===== config.mk =====
export PLATFORM = sky130hd
export DESIGN_NAME = ecc_term_ctrl
export DESIGN_NICKNAME = d
export VERILOG_FILES = /design/src/rtl/ecc_term_pkg.sv /design/src/rtl/ecc_chk_timer.sv /design/src/rtl/ecc_halt_hold.sv /design/src/rtl/ecc_term_fsm.sv /design/src/rtl/ecc_term_ctrl.sv
export SDC_FILE = /design/constraint.sdc
export NUM_CORES = 1
export LEC_CHECK = 0
export BUFFER_PORTS_ARGS = -buffer_cell sky130_fd_sc_hd__clkbuf_2
export CAP_MARGIN = 20
export CORE_AREA = 2 2 39 41
export DETAILED_ROUTE_END_ITERATION = 6
export DIE_AREA = 0 0 41 43
export PLACE_DENSITY_LB_ADDON = 0.3
export SLEW_MARGIN = 40
export SYNTH_ARGS = -nofsm -noshare
export SYNTH_HDL_FRONTEND = slang
export SYNTH_SLANG_ARGS = --single-unit

===== constraint.sdc =====
create_clock -name clk -period 1.5 [get_ports clk]
set_input_delay 0.375 -clock clk [delete_from_list [all_inputs] [get_ports clk]]
set_output_delay 0.375 -clock clk [all_outputs]
set_load 0.02 [all_outputs]

===== src/rtl/ecc_term_pkg.sv =====
package ecc_term_pkg;

  typedef enum logic [1:0] {
    ST_IDLE  = 2'd0,
    ST_CHECK = 2'd1,
    ST_TERM  = 2'd2
  } term_st_e;

  typedef struct packed {
    logic early;
    logic retry;
  } term_pol_s;

  // bit 1 of the code picks early acknowledge, bit 0 picks retry reporting
  function automatic term_pol_s decode_pol(input logic [1:0] code);
    term_pol_s r;
    r.early = code[1];
    r.retry = code[0];
    return r;
  endfunction

  // acknowledge level after the verdict is known
  function automatic logic ack_after_check(input term_pol_s p, input logic bad);
    return p.early | ~bad;
  endfunction

  // halt request after the verdict is known
  function automatic logic halt_after_check(input term_pol_s p, input logic bad);
    return bad & p.retry;
  endfunction

endpackage


===== src/rtl/ecc_chk_timer.sv =====
module ecc_chk_timer #(
  parameter int CHK_LAT = 3
) (
  input  logic clk,
  input  logic rst_n,
  input  logic start,
  input  logic run,
  output logic at_check
);
  localparam int CW = $clog2(CHK_LAT + 1);
  localparam logic [CW-1:0] LAT_W = CW'(CHK_LAT);
  localparam logic [CW-1:0] ONE_W = CW'(1);

  logic [CW-1:0] cnt_q;

  assign at_check = run && (cnt_q == LAT_W);

  always_ff @(posedge clk) begin
    if (!rst_n) begin
      cnt_q <= '0;
    end else if (start) begin
      cnt_q <= ONE_W;
    end else if (run && (cnt_q != LAT_W)) begin
      cnt_q <= cnt_q + ONE_W;
    end
  end

  // the verdict is taken once per read
  assert_single_check_R7: assert property (@(posedge clk) disable iff (!rst_n)
    at_check |=> !at_check);

endmodule


===== src/rtl/ecc_halt_hold.sv =====
module ecc_halt_hold (
  input  logic clk,
  input  logic rst_n,
  input  logic set,
  input  logic fix_done,
  output logic halt
);
  logic halt_q;

  assign halt = halt_q;

  always_ff @(posedge clk) begin
    if (!rst_n) begin
      halt_q <= 1'b0;
    end else if (set) begin
      halt_q <= 1'b1;
    end else if (fix_done) begin
      halt_q <= 1'b0;
    end
  end

  assert_halt_hold_R8: assert property (@(posedge clk) disable iff (!rst_n)
    (halt && !fix_done) |=> halt);

  assert_halt_drop_R8: assert property (@(posedge clk) disable iff (!rst_n)
    (halt && fix_done && !set) |=> !halt);

endmodule


===== src/rtl/ecc_term_fsm.sv =====
module ecc_term_fsm
  import ecc_term_pkg::*;
(
  input  logic       clk,
  input  logic       rst_n,
  input  logic       strobe,
  input  logic [1:0] pol_code,
  input  logic       chk_err,
  input  logic       at_check,
  input  logic       halt,
  output logic       cyc_start,
  output logic       in_check,
  output logic       halt_set,
  output logic       ack,
  output logic       berr
);
  term_st_e  st_q, st_d;
  term_pol_s pol_q;
  logic      ack_q, berr_q;
  logic      check_hit, bad_hit;

  assign cyc_start = (st_q == ST_IDLE) && strobe && !halt;
  assign in_check  = (st_q == ST_CHECK);
  assign check_hit = in_check && strobe && at_check;
  assign bad_hit   = check_hit && chk_err;
  assign halt_set  = check_hit && halt_after_check(pol_q, chk_err);
  assign ack       = ack_q;
  assign berr      = berr_q;

  always_comb begin
    st_d = st_q;
    unique case (st_q)
      ST_IDLE:  if (cyc_start) st_d = ST_CHECK;
      ST_CHECK: if (!strobe) st_d = ST_IDLE;
                else if (at_check) st_d = ST_TERM;
      ST_TERM:  if (!strobe) st_d = ST_IDLE;
      default:  st_d = ST_IDLE;
    endcase
  end

  always_ff @(posedge clk) begin
    if (!rst_n) begin
      st_q   <= ST_IDLE;
      pol_q  <= '0;
      ack_q  <= 1'b0;
      berr_q <= 1'b0;
    end else begin
      st_q <= st_d;
      if (cyc_start) pol_q <= decode_pol(pol_code);
      if (!strobe) begin
        ack_q  <= 1'b0;
        berr_q <= 1'b0;
      end else begin
        if (cyc_start) ack_q <= decode_pol(pol_code).early;
        else if (check_hit) ack_q <= ack_after_check(pol_q, chk_err);
        if (bad_hit) berr_q <= 1'b1;
      end
    end
  end

  assert_early_ack_R3: assert property (@(posedge clk) disable iff (!rst_n)
    (cyc_start && pol_code[1]) |=> ack);

  assert_delayed_wait_R4: assert property (@(posedge clk) disable iff (!rst_n)
    (in_check && !pol_q.early) |-> !ack);

  assert_bad_berr_R5: assert property (@(posedge clk) disable iff (!rst_n)
    bad_hit |=> berr);

  assert_strobe_clear_R9: assert property (@(posedge clk) disable iff (!rst_n)
    !strobe |=> (!ack && !berr));

endmodule


===== src/rtl/ecc_term_ctrl.sv =====
module ecc_term_ctrl #(
  parameter int CHK_LAT = 3
) (
  input  logic       clk,
  input  logic       rst_n,
  input  logic [1:0] pol_sel,
  input  logic       rd_stb,
  input  logic       chk_err,
  input  logic       fix_done,
  output logic       bus_ack,
  output logic       bus_berr,
  output logic       bus_halt
);
  logic cyc_start, in_check, at_check, halt_set;

  ecc_chk_timer #(.CHK_LAT(CHK_LAT)) u_timer (
    .clk      (clk),
    .rst_n    (rst_n),
    .start    (cyc_start),
    .run      (in_check),
    .at_check (at_check)
  );

  ecc_term_fsm u_fsm (
    .clk       (clk),
    .rst_n     (rst_n),
    .strobe    (rd_stb),
    .pol_code  (pol_sel),
    .chk_err   (chk_err),
    .at_check  (at_check),
    .halt      (bus_halt),
    .cyc_start (cyc_start),
    .in_check  (in_check),
    .halt_set  (halt_set),
    .ack       (bus_ack),
    .berr      (bus_berr)
  );

  ecc_halt_hold u_halt (
    .clk      (clk),
    .rst_n    (rst_n),
    .set      (halt_set),
    .fix_done (fix_done),
    .halt     (bus_halt)
  );

  assert_halt_berr_R6: assert property (@(posedge clk) disable iff (!rst_n)
    $rose(bus_halt) |-> bus_berr);

  assert_blocked_R10: assert property (@(posedge clk) disable iff (!rst_n)
    (bus_halt && !bus_ack) |=> !bus_ack);

endmodule


==> flow_summary.ini <==
[floorplanning]
dieArea_um2 = 1760
die_h_um = 43
start_util_pct = 31.6
die_width_um = 41
num_io_pins = 10
num_rows = 14
core_um2 = 1380

[yosys]
synth-edff-count = 0
synth_xor_xnor_area_share_pct = 2.00
seq_area_frac_synth_pct = 41.1
yosys_warnings = 0
ys_top_cells_by_count = 9 x dfxtp_1, 3 x a21oi_1, 3 x inv_1, 3 x nor2b_1
ys_async_sr_fraction_pct = 0
ys_seq_elements = 9
synth_top_family_by_area = simple AND/OR/NAND/NOR gates
synth_compound_area_share_pct = 16.9
synth_area_leaders = dfxtp_1 41%, nor3b_2 5.7%, nor4b_4 5.4%, mux2i_1 4.6%, nor2b_1 4.3%
syn_area_per_cell_um2 = 10.2
synthAdderAreaFrac_pct = 2.86
netlist_instances = 43
synth_top_area_share_pct = 41.1
synth_most_common_cell = dfxtp_1
synthDistinctLibCells = 22
synth.cell_area_um2 = 438
synth_fp_nets = 51
muxShareOfSynthArea_pct = 4.57
synthFlopType = dfxtp_1
synth_simple_gate_area_share_pct = 30.0
synth_area_leader_cell = dfxtp_1

[placement]
dpl.cell_count = 68
port_buffers = 9
gp_congestion = 0.620
pre_cts_ws_ns = 0.111
post_dp_cell_area_um2 = 503

[timing]
skew_ns = 0.00469
fmax_mhz = 771
setup_violations = 0
relSlewSlack_pct = 74.6
slew_viol_final = 0
setup_slack_ns = 0.202
layout_min_cycle_time_ns = 1.30
fin_crit_sh_pct = 86.5
fin_setup_tns_ns = 0
worst_slew_pin_slew_ns = 0.380
worst_hold_slack_ns = 0.372
rsz0062_at_grt = false
final_hold_viol_count = 0

[setup_path]
cp.arrival_ns = 1.44
start_kind = register
required_ns = 1.64
cpPeakStageDelay_ns = 0.43
crit-reg2reg-launch = u_halt.halt
critPathTopFamily = simple AND/OR/NAND/NOR gates
crit_type = reg -> reg
path_max_fanout = 5
crit_slowest_cell = or3b_1
reg2reg_slack_ns = 0.20
rr_worst_depth = 3
cp-end-kind = register
crit_buf_inv = 0
path_cells = or3b_1, a221oi_2, o22ai_1
reg2reg_to = u_fsm.ack

[grt]
grt_max_degree = 9
grt_pass1_vias = 327
grt_pass1_wl_mm = 1.40
grt-ovfl-total = 0
antenna_found_initial = 0
grt_use_total_pct = 12.5

[worst_hold_path]
hold_class = in -> reg
min_path_cells = 3
hold_start = pol_sel[1]
whs_endpoint = u_fsm.pol_q[1]

[clock_tree]
post_cts_resized = 0
cts_setup_buffers = 0
clk_pin_slew_ns = 0.06
cts_tree = built
clock-sinks = 9
clock_latency_ns = 0.26
cts_buffer_depth = 2
cts_hold_buf = 0
cts_buffers = 3
cts_root_buf = clkbuf_4
cts_htree_levels = 1

[cells_and_area]
n_antenna_cell = 0
drive_above_1_share_pct = 28.6
multi_input_area_um2 = 246
num-fill-cells = 144
area_growth_pct = 20.9
fin_area_um2 = 529
nets = 65
seq_area_um2 = 180
instances_no_fill = 72

[power]
ir_worst_vdd_mv = 0.379
power.density_nw_per_um2 = 933
p_leak_uw = 0.000237

[drt]
drtIter0Drc = 5
dr_total_vias = 347
wl_per_cell_um = 11.5
drt-total-wl_um = 826
drt_pass1_iterations = 4
drc_errors = 0
ant_nets = 0
routed_via_density = 4.82

[status]
outcome = finished, final reports clean

[job]
cap_viol_max_count = 0
state kept, by name, summed over array words and instances, names as in the netlist:
signal         count
u_fsm.pol_q        2
u_halt.halt        1
u_fsm.st_q         2
u_timer.cnt_q      2
u_fsm.ack          1
u_fsm.berr         1
kinds of logic after synthesis:
group / Yosys count
buffers and inverters: 3
flip-flops: 9
multiplexers: 2
XOR/XNOR: 1
AO/OA/AOI/OAI: 10
AND/OR/NAND/NOR: 17
adder cells (fa/ha/maj): 1
per-layer routing:
| layer | vias up | GRT usage, % | share of wire [%] |
|---|---|---|---|
| met5 | - | 0 | 0 |
| met4 | 0 | 8.00 | 1.2 |
| met3 | 2 | 7.85 | 7.5 |
| met2 | 11 | 14.7 | 43 |
| met1 | 156 | 16.2 | 48 |
| li1 | 178 | - | - |
per-stage QoR:
step                power, µW  util (%)
floorplan                 296         -
global placement          313      36.3
detailed placement        314      36.3
CTS                       507      38.2
global route              531      38.2
finish                    494      38.2
final cells by class:
type                       instances  area share, %
multi-input combinational         31           46.6
tap                               16           3.78
inverter                           3           2.13
timing repair buffer               9           8.51
sequential                         9           34.0
clock buffer                       4           4.96
report_power, final:
part,leakage [µW],switching [µW],internal [µW]
Clock,0.0000150,83.3,102
Combinational,0.000149,24.1,27.5
Sequential,0.0000735,8.21,248
Total,0.000237,116,378
placed cells by master (no fill, tap or decap):
| master | netlist | routed |
|---|---|---|
| a21boi_1 | 1 | 1 |
| a21oi_1 | 3 | 3 |
| a221oi_2 | 1 | 1 |
| o21a_1 | 1 | 1 |
| a32oi_1 | 1 | 1 |
| clkbuf_1 | 0 | 1 |
| a31o_1 | 1 | 1 |
| and2_1 | 2 | 2 |
| or3b_1 | 1 | 1 |
| clkbuf_2 | 0 | 9 |
| o21ai_0 | 1 | 1 |
| inv_1 | 3 | 3 |
| nor4b_4 | 1 | 1 |
| nor3b_2 | 2 | 2 |
| dfxtp_1 | 9 | 9 |
| o22ai_1 | 1 | 1 |
| and3_1 | 2 | 2 |
| mux2i_1 | 2 | 2 |
| nand2_1 | 2 | 2 |
| and2b_1 | 2 | 2 |
| xor2_1 | 1 | 1 |
| nor2b_1 | 3 | 3 |
| nor2_1 | 2 | 2 |
| ha_1 | 1 | 1 |
| clkbuf_4 | 0 | 3 |
how the worst max path moves through the flow:
stage	end	slack (ns)	cells after the start	start
floorplan	u_fsm.ack	0.20	3	u_halt.halt
global placement	u_fsm.ack	0.14	4	rd_stb
detailed placement	u_fsm.ack	0.11	4	rd_stb
CTS	bus_halt	0.20	1	u_halt.halt
global route	u_fsm.ack	0.12	3	u_halt.halt
finish	u_fsm.ack	0.20	3	u_halt.halt
tightest hold or removal path, cell delays in order:
cell and delay (ns):
clkbuf_2 0.08, nand2_1 0.07, a21boi_1 0.06
Note: power is estimated with default switching activity, not from simulation.
